[config.mk]
export PLATFORM = sky130hd
export DESIGN_NAME = alu_sliced
export DESIGN_NICKNAME = d
export VERILOG_FILES = /design/src/rtl/alu_sliced_pkg.sv /design/src/rtl/alu_slice.sv /design/src/rtl/alu_control.sv /design/src/rtl/alu_datapath.sv /design/src/rtl/alu_sliced.sv
export SDC_FILE = /design/constraint.sdc
export NUM_CORES = 1
export LEC_CHECK = 0
export ABC_CLOCK_PERIOD_IN_PS = 20300
export BUFFER_PORTS_ARGS = -buffer_cell sky130_fd_sc_hd__buf_2
export CORE_AREA = 2 2 88 90
export DETAILED_ROUTE_END_ITERATION = 16
export DIE_AREA = 0 0 90 92
export PLACE_DENSITY = 0.81
export SLEW_MARGIN = 40
export SYNTH_ARGS = -nofsm -noshare
export SYNTH_HDL_FRONTEND = slang
export SYNTH_SLANG_ARGS = --single-unit
[constraint.sdc]
create_clock -name vclk -period 20.3
set_input_delay 2.03 -clock vclk [all_inputs]
set_output_delay 2.03 -clock vclk [all_outputs]
set_load 0.05 [all_outputs]
[src/rtl/alu_sliced_pkg.sv]
package alu_sliced_pkg;
  typedef enum logic [1:0] {
    SEL_AND  = 2'b00,
    SEL_OR   = 2'b01,
    SEL_SUM  = 2'b10,
    SEL_LESS = 2'b11
  } sliceSel_e;

  typedef struct packed {
    logic      invA;
    logic      negB;
    sliceSel_e sel;
  } aluStrobes_t;
endpackage

[src/rtl/alu_slice.sv]
module alu_slice
  import alu_sliced_pkg::*;
(
  input  logic      a,
  input  logic      b,
  input  logic      invA,
  input  logic      negB,
  input  logic      carryIn,
  input  logic      less,
  input  sliceSel_e sel,
  output logic      result,
  output logic      carryOut,
  output logic      sumBit
);
  logic aEff;
  logic bEff;

  // Operand conditioning: per-slice inverters
  assign aEff = invA ? ~a : a;
  assign bEff = negB ? ~b : b;

  // Full adder
  assign sumBit   = aEff ^ bEff ^ carryIn;
  assign carryOut = (aEff & bEff) | (aEff & carryIn) | (bEff & carryIn);

  always_comb begin
    unique case (sel)
      SEL_AND:  result = aEff & bEff;
      SEL_OR:   result = aEff | bEff;
      SEL_SUM:  result = sumBit;
      SEL_LESS: result = less;
      default:  result = 1'b0;
    endcase
  end
endmodule

[src/rtl/alu_control.sv]
module alu_control
  import alu_sliced_pkg::*;
(
  input  logic [3:0]  ctrlWord,
  output aluStrobes_t strobes
);
  // Field placement: [3] invert A, [2] negate B, [1:0] selector
  assign strobes.invA = ctrlWord[3];
  assign strobes.negB = ctrlWord[2];
  assign strobes.sel  = sliceSel_e'(ctrlWord[1:0]);
endmodule

[src/rtl/alu_datapath.sv]
module alu_datapath
  import alu_sliced_pkg::*;
#(
  parameter int WIDTH = 32
) (
  input  logic [WIDTH-1:0] opA,
  input  logic [WIDTH-1:0] opB,
  input  aluStrobes_t      strobes,
  output logic [WIDTH-1:0] result,
  output logic             zero,
  output logic             overflow,
  output logic             carryOut
);
  localparam int MSB = WIDTH - 1;

  logic [WIDTH:0]   carryChain;
  logic [WIDTH-1:0] sumBits;
  logic [WIDTH-1:0] lessIn;

  // The negate strobe doubles as the +1 of the two's complement
  assign carryChain[0] = strobes.negB;

  // Only bit 0 sees the MSB adder bit; all others read zero
  assign lessIn = {{(WIDTH-1){1'b0}}, sumBits[MSB]};

  for (genvar i = 0; i < WIDTH; i++) begin : g_slice
    alu_slice u_slice (
      .a        (opA[i]),
      .b        (opB[i]),
      .invA     (strobes.invA),
      .negB     (strobes.negB),
      .carryIn  (carryChain[i]),
      .less     (lessIn[i]),
      .sel      (strobes.sel),
      .result   (result[i]),
      .carryOut (carryChain[i+1]),
      .sumBit   (sumBits[i])
    );
  end

  assign zero     = ~|result;
  // Overflow formed at the MSB slice only
  assign overflow = carryChain[MSB] ^ carryChain[WIDTH];
  assign carryOut = carryChain[WIDTH];
endmodule

[src/rtl/alu_sliced.sv]
module alu_sliced
  import alu_sliced_pkg::*;
#(
  parameter int WIDTH = 32
) (
  input  logic [WIDTH-1:0] opA,
  input  logic [WIDTH-1:0] opB,
  input  logic [3:0]       ctrlWord,
  output logic [WIDTH-1:0] result,
  output logic             zero,
  output logic             overflow,
  output logic             carryOut
);
  aluStrobes_t strobes;

  alu_control u_control (
    .ctrlWord (ctrlWord),
    .strobes  (strobes)
  );

  alu_datapath #(.WIDTH(WIDTH)) u_datapath (
    .opA      (opA),
    .opB      (opB),
    .strobes  (strobes),
    .result   (result),
    .zero     (zero),
    .overflow (overflow),
    .carryOut (carryOut)
  );
endmodule

## Word level (Yosys, flattened, before mapping)

Index checks and enable logic that the tools add are counted.

- Add/sub/neg operators: 0
- Multiply operators: 0
- Divide/modulo/power cells: 0
- Order comparisons: 0
- Eq/ne operators: 3
- Shift operators: 0
- Multiplexer cells: 96
- Bitwise logic cells: 321
- Reduce and logical (&&, ||, !) cells: 3

Operators with widths:

| operator | number |
|---|---|
| $pmux 1 s4 | 32 |
| $and 1x1->1 | 96 |
| $or 1x1->1 | 96 |
| $xor 1x1->1 | 65 |
| $mux 1 | 64 |
| $not 1->1 | 64 |
| $reduce_or 32->1 | 1 |
| $eq 2x2->1 const B | 2 |
| $eq 2x1->1 const B | 1 |
| $logic_not 2->1 | 1 |
| $logic_not 1->1 | 1 |

- Flip-flop bits (word level): 0
- Latch bits: 0
- Memory bits (writable): 0
- Bits in read-only memories: 0
- Input bits: 68
- Output and inout bits: 35
- Word-level logic and storage cells: 423
- Memories: 0

## Longest topological paths before layout

Gate-level depths: netlist (run 1).

- Word-level depth: 99
- Mapped depth: 42
- Mapped depth without buffers: 40

## Modules after synthesis

From an unflattened synthesis (run 1), not the netlist that was laid out.

- Cells, all modules: 401
- Area, all modules: 3558.4 um^2

By module, submodules not included:

| module | times used | cells each | area an instance (um^2) | sequential area each (um^2) |
|---|---|---|---|---|
| alu_slice | 32 | 12 | 107.6 | 0.0 |
| alu_datapath | 1 | 13 | 85.1 | 0.0 |
| alu_control | 1 | 4 | 30.0 | 0.0 |

## Least setup slack after synthesis (run 1)

Ideal clock, no wire load.

- Path type: input -> output
- From: in ctrlWord[2]
- To: out zero
- Arrival: 16.480 ns
- Required time: 18.270 ns
- Slack: 1.790 ns
- Stages: 41
- Buffers on the path: 2
- Cells stage by stage: clkbuf_1 -> buf_2 -> xor2_1 -> fa_1 -> fa_1 -> inv_1 -> fa_1 -> fa_1 -> fa_1 -> fa_1 -> fa_1 -> fa_1 -> fa_1 -> fa_1 -> fa_1 -> fa_1 -> fa_1 -> fa_1 -> [... 5 more ...] -> fa_1 -> fa_1 -> fa_1 -> fa_1 -> fa_1 -> fa_1 -> fa_1 -> fa_1 -> fa_1 -> fa_1 -> fa_1 -> fa_1 -> nor2b_1 -> a21oi_1 -> o22ai_1 -> nor4_1 -> nand4_1 -> nor4_1

- Cells in the longest elaborated chain, start to end: 98
- Elaborated cells between the ends (all ways): 318
- Classes of those cells: 64 x mux; 252 x bitwise; 2 x reduce/logical

Ends and longest elaborated chain:

| what | line | text |
|---|---|---|
| from (decl) | alu_sliced.sv:8 | `input logic [3:0] ctrlWord,` |
| $mux 1 | alu_slice.sv:20 | `assign bEff = negB ? ~b : b;` |
| $and 1x1->1 | alu_slice.sv:24 | `assign carryOut = (aEff & bEff) \| (aEff & carryIn) \| (bEff & carryIn);` |
| $or 1x1->1 (2 in series) | alu_slice.sv:24 |  |
| $and 1x1->1 | alu_slice.sv:24 |  |
| $or 1x1->1 (2 in series) | alu_slice.sv:24 |  |
| $and 1x1->1 | alu_slice.sv:24 |  |
| $or 1x1->1 (2 in series) | alu_slice.sv:24 |  |
| $and 1x1->1 | alu_slice.sv:24 |  |
| [... 78 more ...] | -- |  |
| $or 1x1->1 (2 in series) | alu_slice.sv:24 |  |
| $and 1x1->1 | alu_slice.sv:24 |  |
| $or 1x1->1 (2 in series) | alu_slice.sv:24 |  |
| $xor 1x1->1 | alu_slice.sv:23 | `assign sumBit = aEff ^ bEff ^ carryIn;` |
| $pmux 1 s4 (*) | alu_slice.sv:27 | `unique case (sel)` |
| via u_datapath.g_slice[31].u_slice.result | alu_slice.sv:11 | `output logic result,` |
| $reduce_or 32->1 (*) | alu_datapath.sv:41 | `assign zero = ~\|result;` |
| $logic_not 1->1 (*) | alu_datapath.sv:41 |  |
| to (decl) | alu_sliced.sv:10 | `output logic zero,` |

Mark *: on every way through the listed nets, which the timed path passes. The rest lies on a longest branch.

## Worst setup path in the final report (run 1)

- From: in ctrlWord[3]
- To: out zero

- Cells in the longest elaborated chain, start to end: 98
- Elaborated cells between the ends (all ways): 317
- Classes of those cells: 64 x mux; 251 x bitwise; 2 x reduce/logical

Ends and longest elaborated chain:

| what | line | text |
|---|---|---|
| $mux 1 | alu_slice.sv:19 | `assign aEff = invA ? ~a : a;` |
| $and 1x1->1 (on tied branches) | alu_slice.sv:24, alu_slice.sv:28 |  |
| $or 1x1->1 (2 in series) | alu_slice.sv:24 |  |
| $and 1x1->1 | alu_slice.sv:24 |  |
| $or 1x1->1 (2 in series) | alu_slice.sv:24 |  |
| $and 1x1->1 | alu_slice.sv:24 |  |
| $or 1x1->1 (2 in series) | alu_slice.sv:24 |  |
| $and 1x1->1 | alu_slice.sv:24 |  |
| [... 77 more ...] | -- |  |
| $and 1x1->1 | alu_slice.sv:24 |  |
| $or 1x1->1 (2 in series) | alu_slice.sv:24 |  |
| $and 1x1->1 | alu_slice.sv:24 |  |
| $or 1x1->1 (2 in series) | alu_slice.sv:24 |  |
| $xor 1x1->1 | alu_slice.sv:23 |  |
| $pmux 1 s4 | alu_slice.sv:27 |  |
| $reduce_or 32->1 (*) | alu_datapath.sv:41 |  |
| $logic_not 1->1 (*) | alu_datapath.sv:41 |  |

Mark *: on every way between the ends. The rest lies on a longest branch, timed or not.

==> flow_summary.toml, run 1 <==
[timing]
relSlewSlack_pct = 54.7
final_max_slew_viol_count = 0
setup_viol = 0
min_period_over_period_pct = 90.6
setup-tns-final_ps = 0
hold_ws_ps = 4770
max_freq_mhz = 54.4
period_minus_slack_ps = 18380
worst_slew_pin_slew_ps = 676
hold_viol = 0
grt_setup_unrepaired = "no"

[place]
gp_congestion = 0.852
io_buffers = 103
hpwl_um = 6330

[synth]
synth_compound_area_share_pct = 11.1
synthSimpleGateAreaFrac_pct = 8.21
synthMuxAreaShare_pct = 0.620
synth_area_mm2 = 0.00323
yosys.area.top_type_share_pct = 24.8
yosysTopAreaCell = "ha_1"
syn_inst = 392
synth_top_family_by_area = "adder cells"
synth-xor-area-share_pct = 17.9
synth_warnings = 0
syn-mean-instance-area_um2 = 8.24
yosys.area_share.adder_pct = 44.0
ys_seq_area_share_pct = 0
synth_nets = 555
yosysUniqueCellTypes = 19
ys_top_cells_by_area = "ha_1 (25%), fa_1 (19%), xor2_1 (17%)"

[finish]
design.seq.count = 0
nNetsFinal = 609
antennaDiodeCount = 0
regArea_um2 = 0
drive_above_1_share_pct = 24.1
area_growth_pct = 10.1
nClkBuffers = 0

[worst_setup_path]
slowest_stage = "fa_1"
start_kind = "input port"
max_stage_delay_ps = 510
cp_max_fo = 20
cp_num_buf_inv = 3
crit_cells = 42
arrival_ps = 16350
crit_type = "in2out"
cp_top_family = "adder cells"
cp.required_ps = 18270
cpMostUsedCell = "fa_1"
end_kind = "output port"

[worst_hold_path]
hold_depth = 5
holdCritPathClass = "in2out"

[route]
wl_per_cell_um = 14.3
vias_per_cell = 4.91
drt-initial-drc-count = 114
totalWireLength_um = 7820
drc = 0
ant_nets = 0
drt_pass1_iterations = 6
vias = 2682

[clocking]
cts_resized = 0
postCtsHoldBufs = 0
post-cts-setup-buffer-count = 0

[power_and_ir_drop]
ir_drop_v = 0.0000369
cellLeakagePower_nw = 1.97
p_per_area_mw_per_mm2 = 46.7

[die]
start_util_pct = 43.4
die-area_mm2 = 0.00828
die_h_um = 92
pin_count = 103
fp-row-count = 32
fp.dieW_um = 90
core-area_mm2 = 0.00745

[job]
maxCapViolCount = 0

[global_route]
antenna_found_initial = 0
first_global_vias = 2852
grt-ovfl-total = 0
grt_start_max_net_pins = 36
grt_pass1_wl_um = 13200
grt_util_all_layers_pct = 18.7

[status]
status = "complete, no violations"
## worst min-delay path, cell delays in order
cell	delay, ps
buf_2	80
xnor2_1	130
ha_1	150
o22ai_1	110
buf_2	230
## cell usage in the layout (no fill, tap or decap), types with 4 or more instances in the layout
master	count
ha_1	64
o22ai_1	31
inv_1	66
a21oi_1	30
buf_2	103
fa_1	31
xor2_1	62
xnor2_1	4
nor2b_1	29
nor4_1	8
## synthesized netlist by cell type, types with 8 or more instances
library cell	count
o22ai_1	31
nor2b_1	29
xor2_1	62
fa_1	31
inv_1	66
buf_2	12
a21oi_1	30
nor4_1	8
buf_4	32
ha_1	64
clkbuf_1	9
## worst paths after layout
check                        to         from
worst min-delay path  result[1]       opA[1]
worst max-delay path       zero  ctrlWord[3]
## per-layer routing
metal / global-route usage (%) / share of wire, % / vias to the layer above / routed length (µm)
met2: 33.9 / 51 / 98 / 3960
met5: 0 / 0 / - / 0
li1: - / - / 1280 / -
met4: 2.05 / 0.95 / 0 / 74
met1: 24.5 / 42 / 1296 / 3320
met3: 2.55 / 6.0 / 8 / 469
## cells by family after synthesis
| kind of cell | count (synthesis) |
|---|---|
| AO/OA/AOI/OAI | 64 |
| AND/OR/NAND/NOR | 45 |
| buffers and inverters | 120 |
| XOR/XNOR | 66 |
| multiplexers | 2 |
| adder cells (fa/ha/maj) | 95 |
## area by class of cell
type,count,area [µm²]
inverter,67,251
timing repair buffer,105,531
tap,102,128
fill,751,3890
multi-input combinational,272,2650
## power by group
group          switching [W]  internal, W  leakage (nW)
Clock                      0            0             0
Combinational       0.000113    0.0000533          1.97
Sequential                 0            0             0
## metrics by stage
stage | instance area (µm²) | cells | setup WS, ps | util, % | total power, W
floorplan | 3230 | 392 | 1790 | - | 0.000141
global placement | 3550 | 546 | 2240 | 47.7 | 0.000160
detailed placement | 3560 | 546 | 2020 | 47.7 | 0.000166
CTS | 3560 | 546 | 1930 | 47.7 | 0.000167
global route | 3560 | 546 | 1320 | 47.7 | 0.000184
finish | 3560 | 546 | 1920 | 47.7 | 0.000166
Power figures use the tool's default switching activity.
==> run 2: changes to the inputs <==
Settings changed: CORE_AREA 2 2 88 90 to 2 2 89 91, DIE_AREA 0 0 90 92 to 0 0 91 93, PLACE_DENSITY 0.81 to 0.84, SYNTH_HIERARCHICAL set to 1.
==> run 2 against run 1 <==
  * Design area grew 28%
  * Maximum frequency shrank 8.1%
  * Synthesized cell count grew 2.3%
  * Critical path type unchanged
  * Critical endpoint unchanged
  * Largest power group unchanged
==> flow_summary.toml, run 2 <==
[finish]
area_growth_pct = 28.3
nNetsFinal = 712
antennaDiodeCount = 0
layout_common_cells = "inv_1 (129), buf_2 (98), ha_1 (64)"
final_util_pct = 60.6
nClkBuffers = 0
final_common_cell = "inv_1"
design.seq.count = 0
drive_above_1_share_pct = 45.8
fillCellCount = 648
regArea_um2 = 0
fin_cells = 648
finalInstanceArea_mm2 = 0.00456

[route]
drc = 0
totalWireLength_um = 7870
drt-initial-drc-count = 39
vias = 2858
drt_pass1_iterations = 6
ant_nets = 0
wl_per_cell_um = 12.1
vias_per_cell = 4.41

[worst_setup_path]
cp_top_family = "adder cells"
crit_type = "in2out"
cp.required_ps = 18270
arrival_ps = 17980
slowest_stage = "fa_1"
start_kind = "input port"
end_kind = "output port"
cpMostUsedCell = "inv_2"
cp_max_fo = 2
cp_num_buf_inv = 67
max_stage_delay_ps = 530

[synth]
synth_common_cells = "inv_1 (192), ha_1 (64), xor2_1 (33)"
yosysTopAreaCell = "ha_1"
synth_warnings = 6
yosys.cell_count.top_type = "inv_1"
syn-mean-instance-area_um2 = 8.87
syn_inst = 401
yosys.area.top_type_share_pct = 22.5
synth-xor-area-share_pct = 16.0
synth_compound_area_share_pct = 0
ys_seq_area_share_pct = 0
synthMuxAreaShare_pct = 20.3
synth_area_mm2 = 0.00356
ys_top_cells_by_area = "ha_1 (23%), inv_1 (20%), mux4_2 (20%)"
yosysUniqueCellTypes = 12
yosys.area_share.adder_pct = 40.5
synthSimpleGateAreaFrac_pct = 2.04
synth_top_family_by_area = "adder cells"

[die]
fp.dieW_um = 91
fp-row-count = 32
start_util_pct = 47.3
core-area_mm2 = 0.00753
die-area_mm2 = 0.00846
die_h_um = 93
pin_count = 103

[place]
hpwl_um = 6550
dp.cells = 647
gp_congestion = 0.792
io_buffers = 103
placed_area_mm2 = 0.00447

[timing]
hold_viol = 0
period_minus_slack_ps = 20010
worst_slew_pin_slew_ps = 565
max_freq_mhz = 50.0
min_period_over_period_pct = 98.6
relSlewSlack_pct = 62.4
setup_viol = 0
final_max_slew_viol_count = 0
grt_setup_unrepaired = "yes"

[power_and_ir_drop]
p_comb_share_pct = 100.0
power_switching_w = 0.000141
cellLeakagePower_nw = 2.60
p_per_area_mw_per_mm2 = 48.4
internal-power_w = 0.0000796
seqPwrFrac_pct = 0
ir_drop_v = 0.0000240
clockPowerShare_pct = 0
p_total_w = 0.000221
power.share.switching_pct = 63.9

[status]
status = "complete, no violations"

[global_route]
grt-ovfl-total = 0
grt_start_max_net_pins = 33
grt_pass1_wl_um = 13100
antenna_found_initial = 0
first_global_vias = 3011
grt_util_all_layers_pct = 18.9

[job]
maxCapViolCount = 0

[worst_hold_path]
hold_path_end = "carryOut"
min-delay-start = "opB[31]"
holdCritPathClass = "in2out"
hold_depth = 6

[clocking]
postCtsHoldBufs = 0
==> run 2: repair_timing <==
action	4_1_cts	5_1_grt
setup buffers	1	0
gates resized for setup	41	22
pin swaps	32	30
setup endpoints to repair	3	3
cloned	0	0
==> run 2: worst min-delay path: stages <==
cell and delay (ps):
buf_2 80, xor2_1 70, inv_1 110, fa_1 170, inv_1 50, buf_2 200
==> run 2: power groups by stage <==
stage | Sequential, W | Clock [W] | Combinational (W)
after floorplan | 0 | 0 | 0.000164
after global placement | 0 | 0 | 0.000202
after detailed placement | 0 | 0 | 0.000213
after CTS | 0 | 0 | 0.000220
after global routing | 0 | 0 | 0.000243
final | 0 | 0 | 0.000221
==> run 2: cell type report <==
| cell class | instances | area (µm²) | area share, % |
|---|---|---|---|
| Inverter | 192 | 721 | 15.8 |
| Multi-Input combinational cell | 235 | 3050 | 66.7 |
| Tap cell | 102 | 128 | 2.80 |
| Timing Repair Buffer | 119 | 671 | 14.7 |
==> run 2: kinds of logic (layout without fill, tap and decap cells) <==
group                    after synthesis  count (layout)
multiplexers                          32              32
buffers and inverters                196             311
other                                  1              31
XOR/XNOR                              65              65
AND/OR/NAND/NOR                       11              11
adder cells (fa/ha/maj)               96              96
==> run 2: stage by stage <==
stage	setup TNS (ps)	hold WS [ps]	worst slack [ps]
4_1_cts	0	4760	11.3
3_5_place_dp	-907	4750	-769
6_report	0	4750	292
2_1_floorplan	0	4570	27.6
3_3_place_gp	-497	4720	-497
5_1_grt	-356	4820	-356
==> run 2: worst max-delay path by stage <==
stage	to	slack (ps)	cells after the start	from
global route	zero	-360	104	opB[0]
floorplan	zero	30	102	ctrlWord[2]
CTS	zero	10	103	ctrlWord[2]
detailed placement	zero	-770	103	ctrlWord[2]
global placement	zero	-500	103	ctrlWord[2]
finish	zero	290	104	opB[0]
==> run 2: routing by layer <==
| layer | track usage [%] | wire length (µm) | vias to the layer above |
|---|---|---|---|
| li1 | - | - | 1383 |
| met5 | 0 | 0 | - |
| met3 | 1.13 | 315 | 2 |
| met4 | 0.884 | 21 | 0 |
| met1 | 21.4 | 3020 | 1402 |
| met2 | 40.1 | 4520 | 71 |
